<file path="src/rtl/bxf_pkg.sv">
`timescale 1ns/1ps
// Shared constants and helpers for the boxcar slicer.
// Assumes: nothing beyond a standard elaborator.
package bxf_pkg;

    localparam int MODE_DIFF  = 0;  // counter difference per block window
    localparam int MODE_LUT   = 1;  // shift register mapped through a table
    localparam int MODE_SLIDE = 2;  // sum updated on every sample

    // Number of set bits among the low n bits of v.
    function automatic int ones_of(input int v, input int n);
        int c;
        c = 0;
        for (int i = 0; i < n; i++) begin
            c += (v >> i) & 1;
        end
        return c;
    endfunction

endpackage

</file>
<file path="src/rtl/bxf_win_phase.sv">
`timescale 1ns/1ps
// Counts accepted samples and flags the sample that ends a window.
// Block mode wraps after WIN_LEN samples. Sliding mode stops at the last
// position, so every sample after the first WIN_LEN ends a window.
// Assumes: WIN_LEN >= 2.
module bxf_win_phase #(
    parameter int WIN_LEN = 8,
    parameter bit SLIDING = 1'b0
) (
    input  logic clk,
    input  logic rst_n,
    input  logic smp_en,
    output logic win_end
);
    localparam int              PH_W = $clog2(WIN_LEN);
    localparam logic [PH_W-1:0] LAST = PH_W'(WIN_LEN - 1);

    logic [PH_W-1:0] ph;
    logic            at_last;

    assign at_last = (ph == LAST);
    assign win_end = smp_en && at_last;

    // Advance the sample position on each accepted sample.
    always_ff @(posedge clk) begin
        if (!rst_n) begin
            ph <= '0;
        end else if (smp_en) begin
            if (!at_last)      ph <= ph + PH_W'(1);
            else if (!SLIDING) ph <= '0;
        end
    end
endmodule

</file>
<file path="src/rtl/bxf_diff_sum.sv">
`timescale 1ns/1ps
// Up/down counter window sum. The counter steps +1 on a high sample and
// -1 on a low one and wraps freely. The window sum is the difference
// against the snapshot taken at the previous window end.
// Assumes: SUM_W is large enough that one window cannot wrap the counter
// more than once (|sum| < 2**(SUM_W-1)).
module bxf_diff_sum #(
    parameter int SUM_W = 5
) (
    input  logic                    clk,
    input  logic                    rst_n,
    input  logic                    smp_en,
    input  logic                    raw_bit,
    input  logic                    win_end,
    output logic signed [SUM_W-1:0] sum_nx
);
    logic [SUM_W-1:0] acc;
    logic [SUM_W-1:0] snap;
    logic [SUM_W-1:0] acc_nx;

    assign acc_nx = raw_bit ? acc + SUM_W'(1) : acc - SUM_W'(1);
    assign sum_nx = signed'(acc_nx - snap);

    // Running level counter, stepped on each accepted sample.
    always_ff @(posedge clk) begin
        if (!rst_n)      acc <= '0;
        else if (smp_en) acc <= acc_nx;
    end

    // Capture the counter at each window end for the next difference.
    always_ff @(posedge clk) begin
        if (!rst_n)       snap <= '0;
        else if (win_end) snap <= acc_nx;
    end
endmodule

</file>
<file path="src/rtl/bxf_lut_sum.sv">
`timescale 1ns/1ps
// Table window sum. The last WIN_LEN samples sit in a shift register.
// Its value indexes a table of signed counts that is computed at
// elaboration.
// Assumes: WIN_LEN small enough for a 2**WIN_LEN table (8 gives 256).
module bxf_lut_sum #(
    parameter int WIN_LEN = 8,
    parameter int SUM_W   = 5
) (
    input  logic                    clk,
    input  logic                    rst_n,
    input  logic                    smp_en,
    input  logic                    raw_bit,
    output logic signed [SUM_W-1:0] sum_nx
);
    localparam int TBL_N = 1 << WIN_LEN;

    logic [WIN_LEN-1:0]      sh;
    logic [WIN_LEN-1:0]      sh_nx;
    logic signed [SUM_W-1:0] tbl [TBL_N];

    assign sh_nx = {sh[WIN_LEN-2:0], raw_bit};

    // Each entry is (ones - zeros) for its sample pattern.
    for (genvar g = 0; g < TBL_N; g++) begin : g_tbl
        localparam int ONES = bxf_pkg::ones_of(g, WIN_LEN);
        assign tbl[g] = SUM_W'(2 * ONES - WIN_LEN);
    end

    assign sum_nx = tbl[sh_nx];

    // Shift in each accepted sample; idle-high after reset.
    always_ff @(posedge clk) begin
        if (!rst_n)      sh <= '1;
        else if (smp_en) sh <= sh_nx;
    end
endmodule

</file>
<file path="src/rtl/bxf_slide_sum.sv">
`timescale 1ns/1ps
// Sliding window sum. On each sample the sum gains the new sample's +/-1
// and loses the +/-1 of the sample leaving the window.
// Assumes: the history starts as an idle-high window (sum = +WIN_LEN).
module bxf_slide_sum #(
    parameter int WIN_LEN = 8,
    parameter int SUM_W   = 5
) (
    input  logic                    clk,
    input  logic                    rst_n,
    input  logic                    smp_en,
    input  logic                    raw_bit,
    output logic signed [SUM_W-1:0] sum_nx
);
    localparam logic signed [SUM_W-1:0] TWO  = SUM_W'(2);
    localparam logic signed [SUM_W-1:0] FULL = SUM_W'(WIN_LEN);

    logic [WIN_LEN-1:0]      sh;
    logic signed [SUM_W-1:0] sum;
    logic                    leave;

    assign leave = sh[WIN_LEN-1];

    // Net change: zero when the entering and leaving samples match.
    always_comb begin
        sum_nx = sum;
        if (raw_bit && !leave)      sum_nx = sum + TWO;
        else if (!raw_bit && leave) sum_nx = sum - TWO;
    end

    // Keep the history and the running sum in step.
    always_ff @(posedge clk) begin
        if (!rst_n) begin
            sh  <= '1;
            sum <= FULL;
        end else if (smp_en) begin
            sh  <= {sh[WIN_LEN-2:0], raw_bit};
            sum <= sum_nx;
        end
    end
endmodule

</file>
<file path="src/rtl/bxf_slicer.sv">
`timescale 1ns/1ps
// Re-quantises a posted sum to one bit by its sign. A zero sum keeps the
// previous bit.
// Assumes: sum_in is valid only when post is high.
module bxf_slicer #(
    parameter int SUM_W = 5
) (
    input  logic                    clk,
    input  logic                    rst_n,
    input  logic                    post,
    input  logic signed [SUM_W-1:0] sum_in,
    output logic                    bit_out
);
    // Follow the sign of each non-zero posted sum.
    always_ff @(posedge clk) begin
        if (!rst_n)                         bit_out <= 1'b1;
        else if (post && (sum_in != '0))    bit_out <= ~sum_in[SUM_W-1];
    end
endmodule

</file>
<file path="src/rtl/boxcar_slicer.sv">
`timescale 1ns/1ps
// Boxcar filter over WIN_LEN one-bit samples with a sign slicer.
// MODE selects the sum engine: counter difference, table lookup or
// sliding. The sum is posted on the edge that takes the window's last
// sample.
// Assumes: WIN_LEN >= 2. MODE_LUT needs a small WIN_LEN.
module boxcar_slicer #(
    parameter  int WIN_LEN = 8,
    parameter  int MODE    = bxf_pkg::MODE_DIFF,
    localparam int SUM_W   = $clog2(WIN_LEN) + 2
) (
    input  logic                    clk,
    input  logic                    rst_n,
    input  logic                    smp_en,
    input  logic                    raw_bit,
    output logic signed [SUM_W-1:0] win_sum,
    output logic                    win_done,
    output logic                    bit_out
);
    localparam bit SLIDING = (MODE == bxf_pkg::MODE_SLIDE);

    logic                    win_end;
    logic signed [SUM_W-1:0] eng_sum;

    bxf_win_phase #(.WIN_LEN(WIN_LEN), .SLIDING(SLIDING)) phase_i (
        .clk(clk), .rst_n(rst_n), .smp_en(smp_en), .win_end(win_end)
    );

    if (MODE == bxf_pkg::MODE_LUT) begin : g_lut
        bxf_lut_sum #(.WIN_LEN(WIN_LEN), .SUM_W(SUM_W)) eng_i (
            .clk(clk), .rst_n(rst_n), .smp_en(smp_en),
            .raw_bit(raw_bit), .sum_nx(eng_sum)
        );
    end else if (MODE == bxf_pkg::MODE_SLIDE) begin : g_slide
        bxf_slide_sum #(.WIN_LEN(WIN_LEN), .SUM_W(SUM_W)) eng_i (
            .clk(clk), .rst_n(rst_n), .smp_en(smp_en),
            .raw_bit(raw_bit), .sum_nx(eng_sum)
        );
    end else begin : g_diff
        bxf_diff_sum #(.SUM_W(SUM_W)) eng_i (
            .clk(clk), .rst_n(rst_n), .smp_en(smp_en),
            .raw_bit(raw_bit), .win_end(win_end), .sum_nx(eng_sum)
        );
    end

    // Hold the latest posted sum and mark the post for one cycle.
    always_ff @(posedge clk) begin
        if (!rst_n) begin
            win_sum  <= '0;
            win_done <= 1'b0;
        end else begin
            win_done <= win_end;
            if (win_end) win_sum <= eng_sum;
        end
    end

    bxf_slicer #(.SUM_W(SUM_W)) slice_i (
        .clk(clk), .rst_n(rst_n), .post(win_end),
        .sum_in(eng_sum), .bit_out(bit_out)
    );
endmodule

</file>
<file path="config.mk">
export PLATFORM = sky130hd
export DESIGN_NAME = boxcar_slicer
export DESIGN_NICKNAME = d
export VERILOG_FILES = /design/src/rtl/bxf_pkg.sv /design/src/rtl/bxf_win_phase.sv /design/src/rtl/bxf_diff_sum.sv /design/src/rtl/bxf_lut_sum.sv /design/src/rtl/bxf_slide_sum.sv /design/src/rtl/bxf_slicer.sv /design/src/rtl/boxcar_slicer.sv
export SDC_FILE = /design/constraint.sdc
export NUM_CORES = 1
export LEC_CHECK = 0
export ABC_CLOCK_PERIOD_IN_PS = 4500
export BUFFER_PORTS_ARGS = -buffer_cell sky130_fd_sc_hd__buf_2
export CORE_MARGIN = 4
export CORE_UTILIZATION = 28
export CTS_CLUSTER_DIAMETER = 120
export CTS_CLUSTER_SIZE = 12
export DETAILED_ROUTE_END_ITERATION = 10
export SLEW_MARGIN = 20
export SYNTH_ARGS = -nofsm -noshare
export SYNTH_HDL_FRONTEND = slang
export SYNTH_SLANG_ARGS = --single-unit
</file>
<file path="constraint.sdc">
create_clock -name clk -period 4.5 [get_ports clk]
set_input_delay 0.9 -clock clk [delete_from_list [all_inputs] [get_ports clk]]
set_output_delay 0.9 -clock clk [all_outputs]
set_load 0.1 [all_outputs]
</file>
Yosys cells after proc, flatten, opt, wreduce, memory -nomap -nowiden
Index checks and enable logic that the tools add are counted.
{ "word_totals": {"word_cells": 17, "n_memories": 0, "reg_bits": 20, "latch_bits": 0, "out_inout_bits": 7, "inputBits": 4, "rom_bits": 0, "ramBits": 0} }
{ "op_classes": {"bitwise_logic": 1, "n_lt_le_gt_ge": 0, "multipliers": 0, "div": 0, "n_eq_ne": 1, "shift": 0, "reduce_logical": 3, "n_mux": 2, "addsub": 4} }
{ "op_table": {"columns": ["operator", "n"], "rows": [
  ["$add 5x1->5 const B", 1],
  ["$mux 5", 1],
  ["$reduce_bool 5->1", 1],
  ["$sub 5x1->5 const B", 1],
  ["$sub 5x5->5", 1],
  ["$add 3x1->3 const B", 1],
  ["$eq 3x3->1 const B", 1],
  ["$mux 3", 1],
  ["$logic_and 1x1->1", 2],
  ["$not 1->1", 1]
]} }

Logic depth before layout (Yosys ltp)
{ "logic_depth": {"ltp_word": 5, "ltp_mapped": 10, "mapped_depth_nobuf": 10} }

Cells and area by module
A second synthesis with hierarchy kept.
{ "unflattened": {"hier_cells": 111, "hier_area_um2": 1083.5} }
{ "by_module_without_submodules": {"columns": ["mod", "cells_per_inst", "n_inst", "seq_area_each_um2", "area_per_inst_um2"], "rows": [
  ["bxf_diff_sum", 74, 1, 200.2, 663.1],
  ["boxcar_slicer", 18, 1, 120.1, 220.2],
  ["bxf_win_phase", 13, 1, 60.1, 151.4],
  ["bxf_slicer", 6, 1, 20.0, 48.8]
]} }

Worst setup path before layout
No wires, ideal clock.
{ "synth_path": {"path_type": "input-to-reg", "startpoint": "in raw_bit", "endpoint": "reg slice_i.bit_out", "path_buffers": 0, "slack_ns": 1.656, "setup_time_ns": 0.116, "required_ns": 4.384, "arrival_ns": 2.727, "stages": 8, "path_cell_list": "fa_1 > inv_1 > fa_1 > a21o_1 > a21oi_2 > xor2_1 > xnor2_1 > o211a_1"} }
{ "synth_between": {"elab_chain_len": 4, "word_cells_on_any_way": 5, "cone_classes": "add/sub: 1; mux: 1; bitwise: 1; reduce/logical: 2"} }
{ "synth_rtl": {"columns": ["element", "line_no", "source"], "rows": [
  ["from (decl)", "boxcar_slicer.sv:15", "input logic raw_bit,"],
  ["$mux 5 (*)", "bxf_diff_sum.sv:21", "assign acc_nx = raw_bit ? acc + SUM_W'(1) : acc - SUM_W'(1);"],
  ["named net g_diff.eng_i.acc_nx[1]", "bxf_diff_sum.sv:19", "logic [SUM_W-1:0] acc_nx;"],
  ["$sub 5x5->5 (*)", "bxf_diff_sum.sv:22", "assign sum_nx = signed'(acc_nx - snap);"],
  ["$reduce_bool 5->1", "bxf_slicer.sv:17", "else if (post && (sum_in != '0)) bit_out <= ~sum_in[SUM_W-1];"],
  ["$logic_and 1x1->1", "bxf_slicer.sv:17", null],
  ["to (signal assigned)", "bxf_slicer.sv:17", null],
  ["to (decl)", "bxf_slicer.sv:12", "output logic bit_out"]
]} }
The timed path passes the listed nets; every way through them passes the cells marked *.
A chain may end at the register's enable or synchronous reset.

Worst setup path after layout
Same ends and word-level chain as after synthesis.

==> flow_summary.ini <==
[power]
p_int_uw = 358
p_per_area_mw_per_mm2 = 397
peakVddDrop_uv = 155
p_sw_uw = 130
seqPwrFrac = 0.392
p_leak_uw = 0.000568
pwr-share-clk = 0.366
netSwitchingFraction = 0.266
power_uw = 488
combinationalPowerShare = 0.241

[logic_synthesis]
netlist_instances = 115
syn_avg_cell_area_um2 = 9.25
yosysWarnings = 0
yosysSeqAreaShare = 0.376
syn_area_mm2 = 0.00106
syn_nets = 130
synth.distinct_cells = 26
ys_ff_latch = 20

[floorplanning]
die_area_mm2 = 0.00485
initial_core_util = 0.290
die_h_um = 69.6
ios = 11
core_mm2 = 0.00366
fp.dieW_um = 69.6
row_count = 22

[flow_run]
maxCapViolations = 0

[sta]
fmax_mhz = 352
post-route-period-util = 0.631
clock_skew_ns = 0.00652
grt_setup_unrepaired = no
hold_viol_final = 0
worstMarginPinSlew_ns = 0.493
final_max_slew_viol_count = 0
fin_setup_tns_ns = 0
period_needed_ns = 2.84
setup_viol = 0
slew_headroom = 0.674

[cts]
post_cts_resized = 0
cts.sinks = 20
cts_tree = built
postCtsSetupRepairBufs = 0
clkTransAtPathRegs_ns = 0.07
cts_buffer_depth = 2
clock_latency_ns = 0.26
numCtsBuffers = 3
clock-root-buffer = clkbuf_8
cts_max_level = 1
holdBufCountCts = 0

[worst_setup_path]
crit_type = input port to flip-flop
cp.buffers_inverters = 2
cp_top_family = adder cells
ff2ff_path_depth = 9
arrival_ns = 2.99
slowest_delay_ns = 0.59
cp_common_cell = fa_1
start_kind = input port
crit_path_max_fanout = 3
required_ns = 4.65
reg2reg_setup_slack_ns = 1.96
crit_slowest_cell = fa_1
reg2reg_to = slice_i.bit_out
r2r-start = g_diff.eng_i.acc[0]
end_kind = flip-flop
path_depth = 9
crit_chain = buf_2 > fa_1 > inv_1 > fa_1 > a21o_1 > a21oi_2 > xor2_1 > xnor2_1 > o211a_1

[place]
io_buffer_count = 10
dp_hpwl_um = 1500
gp_congestion = 0.801

[final_layout]
utilization = 0.336
final_nets = 141
drive_gt1_frac = 0.120
n_antenna_cell = 0
area_growth_pct = 15.5

[drt]
routed_wl_um = 1870
drt-initial-drc-count = 7
via_count = 772
drtAntennaViolNets = 0
drc = 0
first_pass_iters = 3
viasPerCell = 4.46
wl_per_cell_um = 10.8

[outcome]
status = finished clean

[min_path]
hold_start = g_diff.eng_i.snap[3]
min_path_type = flip-flop to flip-flop
hold_depth = 2
holdPathEnd = g_diff.eng_i.snap[3]

[grt]
met3_usage = 0.0232
grt_max_degree = 22
grt_pass1_wl_um = 3430
gr-usage-met2 = 0.150
busiest_layer = met2
grt_pass1_vias = 814
grtUsageTotal = 0.0888
overflow = 0
met1_usage = 0.0984
antenna_found_initial = 0
[worst max path at each step]
| stage | slack, ns | endpoint | start |
|---|---|---|---|
| detailed placement | 1.39 | slice_i.bit_out | raw_bit |
| floorplan | 1.66 | slice_i.bit_out | raw_bit |
| CTS | 1.65 | slice_i.bit_out | raw_bit |
| finish | 1.66 | slice_i.bit_out | raw_bit |
| global placement | 1.46 | slice_i.bit_out | raw_bit |
| global route | 1.52 | slice_i.bit_out | raw_bit |
[layout by cell type (no fill, tap or decap), drive strengths merged]
cell     n
xnor2    5
a21o     2
and2     4
a21oi    3
clkbuf   3
dfxtp   20
inv     10
nor2b    7
a21boi   5
xor2     3
ha       9
bufinv   1
nor2     3
o211a    5
nand3b   1
o21ai    3
o211ai   1
nor3     1
nor3b    1
o31ai    1
buf     10
fa       2
mux2i    6
nand2   17
nand2b   1
nand3    1
[flip-flops by register name, summed over array words and instances, names as in the netlist]
name,cells
phase_i.ph,3
g_diff.eng_i.snap,5
win_sum,5
slice_i.bit_out,1
g_diff.eng_i.acc,5
win_done,1
[cell type report]
| class | count | area (um^2) |
|---|---|---|
| fill | 381 | 2430 |
| tap | 48 | 60.1 |
| sequential | 20 | 400 |
| clock inverter | 1 | 30.0 |
| inverter | 10 | 37.5 |
| clock buffer | 3 | 41.3 |
| multi-input combinational | 81 | 609 |
| timing repair buffer | 10 | 50.0 |
[per-stage QoR]
step / worst slack, ns / cells / area, um^2 / hold WS (ns)
floorplan: 1.66 / 115 / 1060 / 0.443
global placement: 1.46 / 169 / 1160 / 0.453
detailed placement: 1.39 / 169 / 1160 / 0.460
CTS: 1.65 / 173 / 1230 / 0.470
global route: 1.52 / 173 / 1230 / 0.502
finish: 1.66 / 173 / 1230 / 0.463
[kinds of logic after synthesis]
family,Yosys count,synth area share
AND/OR/NAND/NOR,36,0.165
AO/OA/AOI/OAI,20,0.142
flip-flops,20,0.376
buffers and inverters,14,0.0506
adder cells (fa/ha/maj),11,0.144
XOR/XNOR,8,0.0659
multiplexers,6,0.0565
[cell usage after synthesis]
| library cell | number | area share |
|---|---|---|
| a21boi_0 | 5 | 0.035 |
| a21o_1 | 2 | 0.014 |
| a21oi_1 | 2 | 0.0094 |
| a21oi_2 | 1 | 0.0082 |
| and2_1 | 4 | 0.024 |
| buf_2 | 1 | 0.0047 |
| clkbuf_1 | 3 | 0.011 |
| dfxtp_1 | 20 | 0.38 |
| fa_1 | 2 | 0.038 |
| ha_1 | 9 | 0.11 |
| inv_1 | 10 | 0.035 |
| mux2i_1 | 6 | 0.056 |
| nand2_1 | 17 | 0.060 |
| nand2b_1 | 1 | 0.0059 |
| nand3_1 | 1 | 0.0047 |
| nand3b_1 | 1 | 0.0071 |
| nor2_1 | 3 | 0.011 |
| nor2b_1 | 7 | 0.041 |
| nor3_1 | 1 | 0.0047 |
| nor3b_1 | 1 | 0.0071 |
| o211a_1 | 5 | 0.047 |
| o211ai_1 | 1 | 0.0071 |
| o21ai_0 | 3 | 0.014 |
| o31ai_1 | 1 | 0.0071 |
| xnor2_1 | 5 | 0.041 |
| xor2_1 | 3 | 0.025 |
[routing by layer]
metal	part of all wire	routed length (um)
met5	0	0
met4	0.027	51
met3	0.039	73
met2	0.46	853
met1	0.48	891
[tightest hold or removal path, cell delays in order (launching register included)]
cell and delay [ns]:
dfxtp_1 0.31, nand2_1 0.04, a21boi_0 0.06
[power groups by stage]
stage	Clock [uW]	Sequential, uW	Combinational, uW
3_5_place_dp	0	195	119
3_3_place_gp	0	195	114
4_1_cts	183	191	120
2_1_floorplan	0	194	97.2
5_1_grt	193	192	135
6_report	179	191	118
Note: power is estimated with default switching activity, not from simulation.
